[src/rtl/pred_guard_file.sv]
module pred_guard_file #(
  parameter int NUM_PREDS = 64,
  localparam int IDX_W = $clog2(NUM_PREDS)
) (
  input  logic             clk,
  input  logic             rst_n,
  input  logic             cmp_we,
  input  logic [IDX_W-1:0] cmp_dst_t,
  input  logic [IDX_W-1:0] cmp_dst_f,
  input  logic             cmp_result,
  input  logic             insn_valid,
  input  logic [IDX_W-1:0] insn_guard,
  output logic             commit_valid,
  output logic             commit_ok,
  output logic             squash
);

  logic [NUM_PREDS-1:1] flag_q;
  logic [NUM_PREDS-1:0] flag_all;

  assign flag_all = {flag_q, 1'b1};

  for (genvar i = 1; i < NUM_PREDS; i++) begin : g_flag
    logic hit_t, hit_f;
    assign hit_t = cmp_we && (cmp_dst_t == IDX_W'(i));
    assign hit_f = cmp_we && (cmp_dst_f == IDX_W'(i));
    always_ff @(posedge clk) begin
      if (!rst_n)     flag_q[i] <= 1'b0;
      else if (hit_t) flag_q[i] <= cmp_result;
      else if (hit_f) flag_q[i] <= ~cmp_result;
    end
  end

  logic guard_zero, fwd_t, fwd_f, guard_val;

  assign guard_zero = (insn_guard == '0);
  assign fwd_t      = cmp_we && (cmp_dst_t == insn_guard);
  assign fwd_f      = cmp_we && (cmp_dst_f == insn_guard);

  always_comb begin
    if (guard_zero)  guard_val = 1'b1;
    else if (fwd_t)  guard_val = cmp_result;
    else if (fwd_f)  guard_val = ~cmp_result;
    else             guard_val = flag_all[insn_guard];
  end

  always_ff @(posedge clk) begin
    if (!rst_n) begin
      commit_valid <= 1'b0;
      commit_ok    <= 1'b0;
      squash       <= 1'b0;
    end else begin
      commit_valid <= insn_valid;
      commit_ok    <= insn_valid && guard_val;
      squash       <= insn_valid && !guard_val;
    end
  end

endmodule


[config.mk]
export PLATFORM = sky130hd
export DESIGN_NAME = pred_guard_file
export DESIGN_NICKNAME = d
export VERILOG_FILES = /design/src/rtl/pred_guard_file.sv
export SDC_FILE = /design/constraint.sdc
export NUM_CORES = 1
export LEC_CHECK = 0
export ABC_AREA = 0
export BUFFER_PORTS_ARGS = -buffer_cell sky130_fd_sc_hd__buf_2
export CAP_MARGIN = 20
export CORE_MARGIN = 2
export CORE_UTILIZATION = 50
export CTS_BUF_LIST = sky130_fd_sc_hd__clkbuf_8
export CTS_CLUSTER_SIZE = 14
export DETAILED_ROUTE_END_ITERATION = 12
export PLACE_DENSITY = 0.76
export SETUP_SLACK_MARGIN = 0.5
export SLEW_MARGIN = 25
export SYNTH_ARGS = -nofsm -noshare
export SYNTH_HDL_FRONTEND = slang
export SYNTH_SLANG_ARGS = --single-unit
[constraint.sdc]
create_clock -name clk -period 2.1 [get_ports clk]
set_clock_uncertainty 0.05 [all_clocks]
set_input_delay 0.42 -clock clk [delete_from_list [all_inputs] [get_ports clk]]
set_output_delay 0.42 -clock clk [all_outputs]
set_load 0.005 [all_outputs]
; Word-level counts from Yosys, hierarchy flattened
; Cells that the tools add are included.
[op_classes]
n_mux = 131
reduce_logical = 195
bitwise = 1
n_lt_le_gt_ge = 1
n_eq_ne = 128
[ops]
columns = operator, count
row1 = equality test 6 bit (second input constant), 64
row2 = equality test 6 x 5 -> 1 bit (second input constant), 32
row3 = logical AND 1 bit, 130
row4 = 2-to-1 mux 1 bit, 130
row5 = nonzero test 2 bit, 63
row6 = equality test 6 x 4 -> 1 bit (second input constant), 16
row7 = equality test 6 x 3 -> 1 bit (second input constant), 8
row8 = equality test 6 x 2 -> 1 bit (second input constant), 4
row9 = equality test 6 x 1 -> 1 bit (second input constant), 2
row10 = equality test 6 bit, 2
row11 = < comparator 6 x 7 -> 1 bit (second input constant), 1
row12 = binary-select mux 1 bit (select 6 bit), 1
row13 = logical NOT 6 bit, 1
row14 = logical NOT 1 bit, 1
row15 = NOT 1 bit, 1
[totals]
out_inout_bits = 3
regBits = 66
elab_cells = 522

; Longest topological paths before layout
; Gate-level depths: netlist of run 1.
[logic_depth]
depth_word = 7
ltp_mapped = 8
ltp_nobuf = 6

; Worst setup path after synthesis of run 1
; OpenSTA, ideal clock, no wires.
[synth_path]
path_kind = input port to flip-flop
startpoint = in insn_guard[0]
endpoint = reg commit_ok
stages = 7
setup_slack_ns = 0.135
setup_time_ns = 0.134
path_buffers = 1
arrival_time_ns = 1.781
path_cell_list = buf_6 > mux4_2 > mux2_4 > a21oi_2 > o21ai_1 > a32oi_1 > a221oi_1
[synth_between]
elab_chain_cells = 6
elab_cells_between_ends = 11
cone_classes = eq/ne: 2 / mux: 5 / reduce/logical: 4
[synth_lines]
columns = element, line_no
row1 = start: declaration, 12  ; input logic [IDX_W-1:0] insn_guard,
row2 = binary-select mux 1 bit (select 6 bit) / equality test 6 bit (equally long branches), "44, 38"
row3 = 2-to-1 mux 1 bit (not written as such) / logical AND 1 bit (equally long branches), "44, 38"
row4 = 2-to-1 mux 1 bit, 43  ; else if (fwd_f) guard_val = ~cmp_result;
row5 = 2-to-1 mux 1 bit, 42  ; else if (fwd_t) guard_val = cmp_result;
row6 = 2-to-1 mux 1 bit *, 41  ; if (guard_zero) guard_val = 1'b1;
row7 = logical AND 1 bit *, 54  ; commit_ok <= insn_valid && guard_val;
row8 = end signal: assignment, 54
row9 = end: declaration, 14  ; output logic commit_ok,
; Every way passes the cells marked *; elsewhere a longest branch is shown, timed or not. The select of a mux whose other input is x is not followed.
; A chain may end at the register's enable or synchronous reset.

; Worst setup path in the final report of run 1
[layout_path]
startpoint = reg flag_q (netlist bit flag_all[10])
endpoint = reg squash
[layout_between]
elab_chain_cells = 7
[layout_lines]
columns = element, line_no
row1 = start: declaration, 18  ; logic [NUM_PREDS-1:1] flag_q;
row2 = start signal: indexed assignment, 29  ; else if (hit_t) flag_q[i] <= cmp_result;
row3 = start signal: indexed assignment, 30  ; else if (hit_f) flag_q[i] <= ~cmp_result;
row4 = binary-select mux 1 bit (select 6 bit), 44  ; else guard_val = flag_all[insn_guard];
row5 = 2-to-1 mux 1 bit (not written as such), 44
row6 = 2-to-1 mux 1 bit, 43
row7 = 2-to-1 mux 1 bit, 42
row8 = 2-to-1 mux 1 bit, 41
row9 = logical NOT 1 bit, 55  ; squash <= insn_valid && !guard_val;
row10 = logical AND 1 bit, 55
row11 = end signal: assignment, 55
row12 = end: declaration, 15  ; output logic squash
; No other way between the ends. The select of a mux whose other input is x is not followed.

==> results of run 1 <==
-- tightest hold or removal path, cell delays in order --
cell and delay [ns]:
buf_2 0.07, nand2_1 0.06, inv_1 0.07
-- flip-flops by register name (all words and copies together) (netlist names) --
signal / cells
commit_ok: 1
commit_valid: 1
flag_all: 63
squash: 1
-- power by group --
group          switching, mW  internal [mW]  total, mW
Sequential           0.00947           1.27       1.28
Combinational          0.300          0.167      0.467
Clock                  0.569          0.583       1.15
-- metrics by stage --
stage	setup TNS (ns)	instances	cell area (um^2)	power (mW)	utilization
3_5_place_dp	-0.407	706	4740	1.73	0.575
3_3_place_gp	-0.202	706	4740	1.72	0.575
6_report	0	723	5030	2.90	0.609
4_1_cts	0	722	4960	2.86	0.600
5_1_grt	0	723	5030	2.96	0.609
2_1_floorplan	0	571	4330	1.57	-
-- Yosys cell counts, types with 2 or more instances --
cell	number
buf_6	2
nor2b_1	7
buf_4	4
clkbuf_1	34
nor2_1	26
nand4_1	5
a22oi_1	20
a21oi_1	24
inv_1	5
mux4_2	2
nor4_1	2
nand3_1	8
nand2b_1	13
xor2_1	5
xnor2_1	6
or4_1	2
mux2i_1	8
nand2_1	104
o21ai_0	126
buf_2	2
nor3b_1	2
mux2_2	2
or2_2	4
mux4_1	11
a211oi_1	2
nor3_1	16
a31oi_1	44
dfxtp_1	66
-- worst paths after layout --
check / start / cells after the start / slack (ns) / endpoint
worst max-delay path: flag_all[10]$_SDFFE_PN0P_ / 6 / 0.33 / squash$_SDFF_PN0_
worst min-delay path: insn_valid / 3 / 0.25 / commit_valid$_SDFF_PN0_
worst max register to register: flag_all[10]$_SDFFE_PN0P_ / 6 / 0.33 / squash$_SDFF_PN0_
worst min register to register: flag_all[55]$_SDFFE_PN0P_ / 2 / 0.43 / flag_all[55]$_SDFFE_PN0P_
-- final cells by class --
| class | instances | area [um^2] |
|---|---|---|
| inverter | 5 | 18.8 |
| timing repair buffer | 75 | 544 |
| clock inverter | 6 | 65.1 |
| sequential | 66 | 1330 |
| fill | 741 | 3230 |
| multi-input combinational | 456 | 2810 |
| clock buffer | 10 | 138 |
| tap | 105 | 131 |
-- cells in the final DEF (no fill, tap or decap), types with 2 or more instances in the layout --
| master | netlist | routed |
|---|---|---|
| nor2_1 | 26 | 23 |
| nand4_1 | 5 | 5 |
| xnor2_1 | 6 | 4 |
| mux2_4 | 1 | 2 |
| mux2i_1 | 8 | 8 |
| clkbuf_8 | 0 | 10 |
| clkinv_2 | 0 | 2 |
| a21oi_1 | 24 | 24 |
| xnor2_2 | 0 | 2 |
| inv_1 | 5 | 5 |
| or2_2 | 4 | 4 |
| nand3_1 | 8 | 8 |
| nor2b_1 | 7 | 6 |
| buf_4 | 4 | 48 |
| o21ai_0 | 126 | 126 |
| nor2_2 | 0 | 3 |
| buf_12 | 0 | 2 |
| mux4_1 | 11 | 8 |
| mux4_2 | 2 | 5 |
| nor3_2 | 0 | 3 |
| nor3_1 | 16 | 13 |
| xor2_1 | 5 | 5 |
| nand2_1 | 104 | 103 |
| nand2b_1 | 13 | 13 |
| dfxtp_2 | 0 | 4 |
| buf_2 | 2 | 22 |
| dfxtp_1 | 66 | 62 |
| a22oi_1 | 20 | 20 |
| a211oi_1 | 2 | 2 |
| a31oi_1 | 44 | 44 |
-- what timing repair did --
item,4_1_cts,5_1_grt
pin swaps,3,1
gates resized for setup,7,16
endpoints found under the setup margin,2,19
setup buffers,0,1
-- routing by layer --
layer	GRT usage	wire [um]
met4	0.192	836
met2	0.531	7090
met5	0	0
met3	0.109	2110
met1	0.462	6010
-- cell families (layout without fill, tap and decap cells) --
family,Yosys count,count (layout),share of synthesized area
flops,66,66,0.309
mux,24,24,0.106
buf+inv,49,96,0.0536
compound gates,224,224,0.295
simple gates,196,196,0.210
xor+xnor,12,12,0.0264
==> flow_metrics.py, run 1 <==
metrics = {
    "status": {
        "status": "finished clean",
    },
    "setup_path": {
        "crit_family": "multiplexers",
        "critPathCaptureType": "flip-flop",
        "crit_type": "reg2reg",
        "critPathMaxFanout": 2,
        "start_kind": "flip-flop",
        "crit_slowest_cell": "mux4_2",
        "cp.required_ns": 2.35,
        "max_stage_delay_ns": 0.45,
        "path_buf_inv": 0,
        "crit_arrival_ns": 2.03,
        "cp_cell_sequence": "mux4_2 -> mux2_4 -> a21oi_2 -> o21ai_1 -> a32oi_2 -> o31a_1",
    },
    "final_layout": {
        "final_nets": 636,
        "drive_gt1_frac": 0.206,
        "n_antenna_cell": 0,
        "area_growth_pct": 17.8,
    },
    "yosys": {
        "synth_warnings": 0,
        "synth.ff_latch_count": 66,
        "syn_nets": 594,
        "synth_edf_count": 0,
        "netlist_area_um2": 4270,
        "yosysTopAreaCell": "dfxtp_1",
        "synthArstFlopShare": 0,
        "synth_top_cell_area_share": 0.309,
        "netlist_instances": 571,
        "synthFlopType": "dfxtp_1",
        "syn_avg_cell_area_um2": 7.48,
        "ys_seq_area_frac": 0.309,
        "synthDistinctLibCells": 47,
        "synth_area_leaders": "dfxtp_1 31%, o21ai_0 15%, nand2_1 9.1%",
    },
    "floorplan": {
        "dieArea_um2": 9300,
        "initial_core_util": 0.517,
        "rows": 33,
        "ios": 26,
        "die_w_um": 96.4,
        "die_y_um": 96.4,
        "core_region_area_um2": 8260,
    },
    "flow_run": {
        "maxCapViolCount": 0,
    },
    "timing": {
        "setup_viol": 0,
        "relSlewSlack": 0.594,
        "final_hold_viol_count": 0,
        "fin_ws_ns": 0.328,
        "rsz0062_at_grt": "true",
        "holdWs_ns": 0.246,
        "fin_crit_sh": 0.844,
        "period_minus_slack_ns": 1.77,
        "tightest_slew_ns": 0.604,
        "fmax_mhz": 564,
        "slew_violations": 0,
    },
    "place": {
        "port_buffers": 25,
        "finalWeightedCongestion": 1.02,
        "dp_hpwl_mm": 10.9,
        "pre_cts_ws_ns": -0.213,
    },
    "detailed_routing": {
        "vias": 5024,
        "routed_wl_mm": 16.0,
        "drt_first_pass_iters": 6,
        "route.detailed.vias_per_inst": 6.95,
        "wl_per_cell_um": 22.2,
        "drtAntennaViolNets": 0,
        "drc": 0,
        "drt_iter0_markers": 698,
    },
    "clocking": {
        "clk_path_buf_depth": 2,
        "cts.clk_slew.worst_paths_ns": 0.08,
        "cts_sinks": 66,
        "htree_levels": 3,
        "insertion_delay_ns": 0.36,
        "ctsHoldBuffers": 0,
        "cts_tree": "yes",
        "root_buffer": "clkbuf_8",
        "cts_buffers": 9,
    },
    "power": {
        "power.leakage_nw": 1.69,
        "vdd_drop_max_uv": 393,
        "p_per_area_nw_per_um2": 575,
    },
    "grt": {
        "grt_overflow": 0,
        "grt_max_degree": 47,
        "grt_pass1_vias": 4688,
        "grtUsageTotal": 0.357,
        "grt_pass1_wl_mm": 24.9,
        "antenna_found_initial": 0,
    },
    "min_path": {
        "hold_class": "in2reg",
    },
}
No activity file was read; power rests on OpenSTA's default activity.
==> run 2, diff against run 1 <==
--- a/config.mk
+++ b/config.mk
@@ -13,7 +13,7 @@
 export CTS_BUF_LIST = sky130_fd_sc_hd__clkbuf_8
 export CTS_CLUSTER_SIZE = 14
 export DETAILED_ROUTE_END_ITERATION = 12
-export PLACE_DENSITY = 0.76
+export PLACE_DENSITY = 0.78
 export SETUP_SLACK_MARGIN = 0.5
 export SLEW_MARGIN = 25
 export SYNTH_ARGS = -nofsm -noshare
==> constraint.sdc (replaced) <==
create_clock -name clk -period 1.6 [get_ports clk]
set_clock_uncertainty 0.05 [all_clocks]
set_input_delay 0.32 -clock clk [delete_from_list [all_inputs] [get_ports clk]]
set_output_delay 0.32 -clock clk [all_outputs]
set_load 0.005 [all_outputs]
==> flow_metrics.py, run 2 <==
metrics = {
    "grt": {
        "grt_max_degree": 37,
        "grtUsageTotal": 0.979,
        "grt_overflow": 711,
    },
    "yosys": {
        "synthTopCellsByCount": "126 x o21ai_0, 104 x nand2_1, 66 x dfxtp_1",
        "synth_area_leaders": "dfxtp_1 31%, o21ai_0 15%, nand2_1 9.1%",
        "synthArstFlopShare": 0,
        "synth_top_cell_area_share": 0.309,
        "netlist_area_um2": 4270,
        "ys_seq_area_frac": 0.309,
        "synth_warnings": 0,
        "synthDistinctLibCells": 47,
        "yosysTopAreaCell": "dfxtp_1",
        "synth_most_common_cell": "o21ai_0",
        "syn_nets": 594,
        "synth.ff_latch_count": 66,
        "synth_edf_count": 0,
        "syn_avg_cell_area_um2": 7.48,
        "netlist_instances": 571,
        "synthFlopType": "dfxtp_1",
    },
    "clocking": {
        "htree_levels": 3,
        "cts_sinks": 66,
        "clk_path_buf_depth": 2,
        "cts_buffers": 9,
        "root_buffer": "clkbuf_8",
        "ctsHoldBuffers": 0,
    },
    "floorplan": {
        "rows": 33,
        "initial_core_util": 0.517,
        "die_w_um": 96.4,
        "die_y_um": 96.4,
        "ios": 26,
    },
    "timing": {
        "worstEpCategory": "sequential cell input",
        "grt_repair_worst_endpoint": "squash$_SDFF_PN0_/D",
    },
    "place": {
        "place_area_um2": 5380,
        "dp_hpwl_mm": 12.1,
        "finalWeightedCongestion": 1.02,
        "port_buffers": 25,
    },
    "status": {
        "failing_step": "5_1_grt",
        "status": "stopped before the end",
        "firstError": "[ERROR GRT-0232] Routing congestion too high. Check the congestion heatmap in the GUI.",
    },
}
[run 2: cell counts after synthesis]
Identical to the previous run, type by type.
[run 2: kinds of logic after synthesis]
group,synth area share
AOI/OAI and AO/OA,0.295
xor gates and xnor gates,0.0264
buffers and inverters,0.0536
DFF,0.309
muxes,0.106
and+or+nand+nor,0.210
[run 2: stage by stage]
stage / instances / hold WS [ns] / setup TNS, ns / setup WS, ns
4_1_cts: 782 / 0.190 / -0.438 / -0.239
3_5_place_dp: 728 / 0.422 / -2.94 / -0.559
2_1_floorplan: 571 / 0.393 / -0.379 / -0.197
3_3_place_gp: 728 / 0.419 / -1.55 / -0.505
[run 2: layer usage]
metal  GRT overflow  GRT usage
met1              9      0.860
met2            470       1.24
met3              7      0.749
met4            224       1.17
met5              1      0.494
[run 2: timing repair]
item,CTS
endpoints found under the setup margin,68
pin swaps,90
resized for setup,224
gates cloned,3
buffers inserted,35
==> run 3, diff against run 2 <==
--- a/config.mk
+++ b/config.mk
@@ -9,12 +9,9 @@
 export BUFFER_PORTS_ARGS = -buffer_cell sky130_fd_sc_hd__buf_2
 export CAP_MARGIN = 20
 export CORE_MARGIN = 2
-export CORE_UTILIZATION = 50
-export CTS_BUF_LIST = sky130_fd_sc_hd__clkbuf_8
-export CTS_CLUSTER_SIZE = 14
+export CORE_UTILIZATION = 35
 export DETAILED_ROUTE_END_ITERATION = 12
-export PLACE_DENSITY = 0.78
-export SETUP_SLACK_MARGIN = 0.5
+export PLACE_DENSITY_LB_ADDON = 0.15
 export SLEW_MARGIN = 25
 export SYNTH_ARGS = -nofsm -noshare
 export SYNTH_HDL_FRONTEND = slang
==> constraint.sdc (replaced) <==
create_clock -name clk -period 2.08 [get_ports clk]
set_clock_uncertainty 0.05 [all_clocks]
set_input_delay 0.416 -clock clk [delete_from_list [all_inputs] [get_ports clk]]
set_output_delay 0.416 -clock clk [all_outputs]
set_load 0.005 [all_outputs]
==> flow_metrics.py, run 3 (same netlist as run 1, synthesis figures left out) <==
metrics = {
    "status": {
        "status": "finished clean",
    },
    "power": {
        "vdd_drop_max_uv": 339,
        "swShare": 0.269,
        "p_comb_frac": 0.132,
        "intPower_mw": 2.56,
        "power.leakage_nw": 1.72,
        "p_seq_frac": 0.369,
        "p_switching_uw": 942,
        "p_clk_frac": 0.499,
        "p_per_area_nw_per_um2": 685,
    },
    "setup_path": {
        "crit_arrival_ns": 2.15,
        "cp_cell_sequence": "mux4_1 -> nor2b_1 -> a2111oi_1 -> a21oi_1 -> a32oi_2 -> a221oi_1",
        "cp.required_ns": 2.24,
        "start_kind": "flip-flop",
        "crit_slowest_cell": "mux4_1",
        "crit_type": "reg2reg",
        "crit_family": "compound AO/OA/AOI/OAI gates",
        "path_buf_inv": 0,
        "critPathMaxFanout": 2,
        "critPathCaptureType": "flip-flop",
        "max_stage_delay_ns": 0.48,
    },
    "final_layout": {
        "ff_latch_area_um2": 1320,
        "drive_gt1_frac": 0.173,
        "area_growth_pct": 19.6,
        "final_nets": 635,
        "final_cells": 764,
        "final_common_cell": "o21ai_0",
        "n_antenna_cell": 0,
        "largest_reg_flops": 63,
        "finalInstanceArea_um2": 5110,
        "num-fill-cells": 1249,
        "multi_input_area_um2": 2750,
        "layout_common_cells": "126 x o21ai_0, 104 x nand2_1, 66 x dfxtp_1",
    },
    "timing": {
        "final_hold_viol_count": 0,
        "fmax_mhz": 503,
        "rsz0062_at_grt": "false",
        "relSlewSlack": 0.572,
        "setup_viol": 0,
        "fin_crit_sh": 0.956,
        "holdWs_ns": 0.285,
        "tightest_slew_ns": 0.636,
        "period_minus_slack_ns": 1.99,
        "slew_violations": 0,
    },
    "floorplan": {
        "rows": 40,
        "die_w_um": 114,
        "initial_core_util": 0.357,
        "ios": 26,
        "core_region_area_um2": 12000,
        "die_y_um": 114,
        "dieArea_um2": 13100,
    },
    "place": {
        "dp_cells": 748,
        "dp_hpwl_mm": 11.9,
        "finalWeightedCongestion": 0.953,
        "place_area_um2": 4770,
        "port_buffers": 25,
    },
    "detailed_routing": {
        "drc": 0,
        "vias": 4781,
        "drtAntennaViolNets": 0,
        "drt_first_pass_iters": 5,
        "wl_per_cell_um": 23.1,
        "routed_wl_mm": 17.6,
        "route.detailed.vias_per_inst": 6.26,
        "drt_iter0_markers": 540,
    },
    "grt": {
        "antenna_found_initial": 0,
        "grt_max_degree": 36,
        "grt_pass1_wl_mm": 27.1,
        "grt_overflow": 0,
        "grt_pass1_vias": 4726,
        "grtUsageTotal": 0.274,
    },
    "clocking": {
        "cts_sinks": 66,
        "insertion_delay_ns": 0.34,
        "cts.clk_slew.worst_paths_ns": 0.05,
        "clk_path_buf_depth": 2,
        "ctsHoldBuffers": 0,
        "cts_setup_buffers": 0,
        "cts_resized": 0,
        "htree_levels": 3,
        "cts_tree": "yes",
        "cts_buffers": 9,
        "root_buffer": "clkbuf_16",
    },
    "min_path": {
        "hold_class": "in2reg",
    },
    "flow_run": {
        "maxCapViolCount": 0,
    },
}
[run 3: layer usage]
metal,vias to the layer above,part of all wire,GRT usage
met2,292,0.45,0.426
met5,-,0,0
met1,2262,0.42,0.357
met3,53,0.10,0.0794
li1,2174,-,-
met4,0,0.033,0.109
[run 3: power by group through the flow]
stage / Sequential [mW] / Combinational [mW] / Clock [mW]
after CTS: 1.29 / 0.447 / 1.76
final: 1.29 / 0.464 / 1.75
after detailed placement: 1.32 / 0.445 / 0
after floorplan: 1.31 / 0.262 / 0
after global placement: 1.32 / 0.443 / 0
after global routing: 1.29 / 0.492 / 1.82
[run 3: cell type report]
cell class | count | area share
Multi-Input combinational cell | 456 | 0.537
Sequential cell | 66 | 0.258
Tap cell | 147 | 0.0360
Clock inverter | 5 | 0.0166
Clock buffer | 11 | 0.0494
Inverter | 5 | 0.00367
Timing Repair Buffer | 74 | 0.0989
[run 3: path summary, 6_finish.rpt]
kind | from | endpoint | slack [ns] | depth (start not counted)
max reg2reg | flag_all[32]$_SDFFE_PN0P_ | commit_ok$_SDFF_PN0_ | 0.09 | 6
max | flag_all[32]$_SDFFE_PN0P_ | commit_ok$_SDFF_PN0_ | 0.09 | 6
min reg2reg | flag_all[62]$_SDFFE_PN0P_ | flag_all[62]$_SDFFE_PN0P_ | 0.42 | 2
min | insn_valid | commit_valid$_SDFF_PN0_ | 0.28 | 3
[run 3: stage by stage]
step           setup TNS, ns  setup WS, ns  utilization  power, mW
2_1_floorplan              0         0.119            -       1.58
3_3_place_gp          -0.309        -0.178        0.399       1.76
3_5_place_dp          -0.416        -0.225        0.399       1.76
4_1_cts                    0        0.0489        0.427       3.50
5_1_grt                    0        0.0347        0.427       3.60
6_report                   0        0.0924        0.427       3.50
[run 3: worst reg2reg max path, stage by stage (launching register included)]
cell       delay [ns]
dfxtp_1          0.35
mux4_1           0.48
nor2b_1          0.14
a2111oi_1        0.39
a21oi_1          0.10
a32oi_2          0.25
a221oi_1         0.11
==> run 4, diff against run 3 <==
--- a/config.mk
+++ b/config.mk
@@ -7,7 +7,6 @@
 export LEC_CHECK = 0
 export ABC_AREA = 0
 export BUFFER_PORTS_ARGS = -buffer_cell sky130_fd_sc_hd__buf_2
-export CAP_MARGIN = 20
 export CORE_MARGIN = 2
 export CORE_UTILIZATION = 35
 export DETAILED_ROUTE_END_ITERATION = 12
==> constraint.sdc (replaced) <==
create_clock -name clk -period 2 [get_ports clk]
set_clock_uncertainty 0.05 [all_clocks]
set_input_delay 0.4 -clock clk [delete_from_list [all_inputs] [get_ports clk]]
set_output_delay 0.4 -clock clk [all_outputs]
set_load 0.005 [all_outputs]
==> flow_metrics.py, run 4 (same netlist as run 1, synthesis figures left out) <==
metrics = {
    "detailed_routing": {
        "drt_iter0_markers": 581,
        "drtAntennaViolNets": 0,
        "drt_first_pass_iters": 5,
        "routed_wl_mm": 17.5,
        "drc": 0,
        "wl_per_cell_um": 23.0,
        "vias": 4806,
        "route.detailed.vias_per_inst": 6.30,
    },
    "flow_run": {
        "maxCapViolCount": 0,
    },
    "setup_path": {
        "critPathCaptureType": "flip-flop",
        "crit_family": "multiplexers",
        "endpoint": "commit_ok$_SDFF_PN0_",
        "critPathMaxFanout": 6,
        "cp.required_ns": 2.16,
        "r2r_start": "flag_all[10]$_SDFFE_PN0P_",
        "max_stage_delay_ns": 0.54,
        "path_buf_inv": 2,
        "r2r_slack_ns": 0.11,
        "cp_cell_sequence": "buf_2 -> buf_4 -> mux4_1 -> mux2i_1 -> mux2_2 -> a21oi_1 -> a32oi_2 -> a221oi_1",
        "reg2reg_depth": 6,
        "cp-startpoint": "insn_guard[2]",
        "start_kind": "input pin",
        "crit_arrival_ns": 2.05,
        "r2r_end": "commit_ok$_SDFF_PN0_",
        "cp.depth": 8,
        "crit_type": "in2reg",
        "crit_slowest_cell": "mux4_1",
    },
    "grt": {
        "antenna_found_initial": 0,
        "grtUsageTotal": 0.276,
        "grt_pass1_vias": 4617,
        "grt_pass1_wl_mm": 27.2,
        "grt_overflow": 0,
        "grt_max_degree": 64,
    },
    "clocking": {
        "ctsHoldBuffers": 0,
        "htree_levels": 3,
        "insertion_delay_ns": 0.34,
        "clk_path_buf_depth": 2,
        "cts_sinks": 66,
        "root_buffer": "clkbuf_16",
        "cts.clk_slew.worst_paths_ns": 0.06,
        "cts_buffers": 9,
        "cts_tree": "yes",
    },
    "timing": {
        "fin_crit_sh": 0.947,
        "rsz0062_at_grt": "false",
        "final_hold_viol_count": 0,
        "fmax_mhz": 528,
        "setup_viol": 0,
        "slew_violations": 0,
        "relSlewSlack": 0.579,
        "period_minus_slack_ns": 1.89,
        "fin_ws_ns": 0.105,
        "tightest_slew_ns": 0.626,
        "holdWs_ns": 0.245,
    },
    "final_layout": {
        "final_nets": 634,
        "layout_common_cells": "126 x o21ai_0, 104 x nand2_1, 66 x dfxtp_1",
        "n_antenna_cell": 0,
        "area_growth_pct": 20.9,
        "final_common_cell": "o21ai_0",
        "drive_gt1_frac": 0.175,
        "finalInstanceArea_um2": 5160,
        "largest_reg_flops": 63,
        "num-fill-cells": 1208,
    },
    "power": {
        "intPower_mw": 2.72,
        "p_clk_frac": 0.505,
        "p_per_area_nw_per_um2": 717,
        "power.leakage_nw": 1.74,
        "p_seq_frac": 0.363,
        "p_switching_uw": 981,
        "p_comb_frac": 0.132,
        "swShare": 0.265,
        "p_total_mw": 3.70,
        "vdd_drop_max_uv": 405,
    },
    "place": {
        "dp_hpwl_mm": 12.1,
        "finalWeightedCongestion": 1.01,
        "port_buffers": 25,
        "pre_cts_ws_ns": -0.325,
        "place_area_um2": 4810,
    },
    "floorplan": {
        "die_y_um": 114,
        "ios": 26,
        "rows": 40,
        "initial_core_util": 0.357,
        "die_w_um": 114,
        "core_region_area_um2": 12000,
        "dieArea_um2": 13100,
    },
    "status": {
        "status": "finished clean",
    },
    "min_path": {
        "hold_class": "in2reg",
    },
}
-- run 4: worst reg2reg max path, cell delays in order (launching register included) --
cell	delay, ns
dfxtp_1	0.33
mux4_2	0.48
mux2_4	0.29
a21oi_2	0.12
o21ai_1	0.09
a32oi_2	0.28
a221oi_1	0.12
-- run 4: routing by layer --
layer,GRT usage,wire length [um],part of all wire
met2,0.427,7760,0.44
met1,0.385,7540,0.43
met3,0.0535,1720,0.098
met4,0.0911,504,0.029
met5,0,0,0
-- run 4: layout make-up --
cell class	instances	area (um^2)	area share
clock buffers	9	225	0.0436
flip-flops and latches	66	1320	0.256
inverters	5	18.8	0.00363
multi-input cells	456	2750	0.532
repair buffers	73	552	0.107
well taps	147	184	0.0356
clock inverters	7	118	0.0228
-- run 4: power groups by stage --
stage / logic, mW / clock network, mW / registers (mW)
after detailed placement: 0.472 / 0 / 1.37
after global routing: 0.523 / 1.94 / 1.34
after CTS: 0.477 / 1.88 / 1.34
final: 0.490 / 1.87 / 1.34
after global placement: 0.467 / 0 / 1.37
after floorplan: 0.273 / 0 / 1.37
-- run 4: how the worst min path moves through the flow --
| stage | cells after the start | slack, ns | from | to |
|---|---|---|---|---|
| 3_3_place_gp | 2 | 0.41 | flag_all[39]$_SDFFE_PN0P_ | flag_all[39]$_SDFFE_PN0P_ |
| 5_1_grt | 3 | 0.27 | insn_valid | commit_valid$_SDFF_PN0_ |
| 2_1_floorplan | 2 | 0.39 | flag_all[11]$_SDFFE_PN0P_ | flag_all[11]$_SDFFE_PN0P_ |
| 6_report | 3 | 0.24 | insn_valid | commit_valid$_SDFF_PN0_ |
| 3_5_place_dp | 2 | 0.41 | flag_all[23]$_SDFFE_PN0P_ | flag_all[23]$_SDFFE_PN0P_ |
| 4_1_cts | 3 | 0.24 | insn_valid | commit_valid$_SDFF_PN0_ |
-- run 4: per-stage QoR --
step                      cells  setup TNS [ns]  utilization
final                       763               0        0.432
after global routing        763               0        0.432
after CTS                   763               0        0.431
after detailed placement    747          -0.587        0.402
after global placement      747          -0.597        0.402
after floorplan             571               0            -
-- run 4: what timing repair did --
item	CTS	global route
pin swaps	0	2
buffers inserted	0	0
setup endpoints to repair	1	2
hold endpoints to repair	0	0
resized for setup	1	3
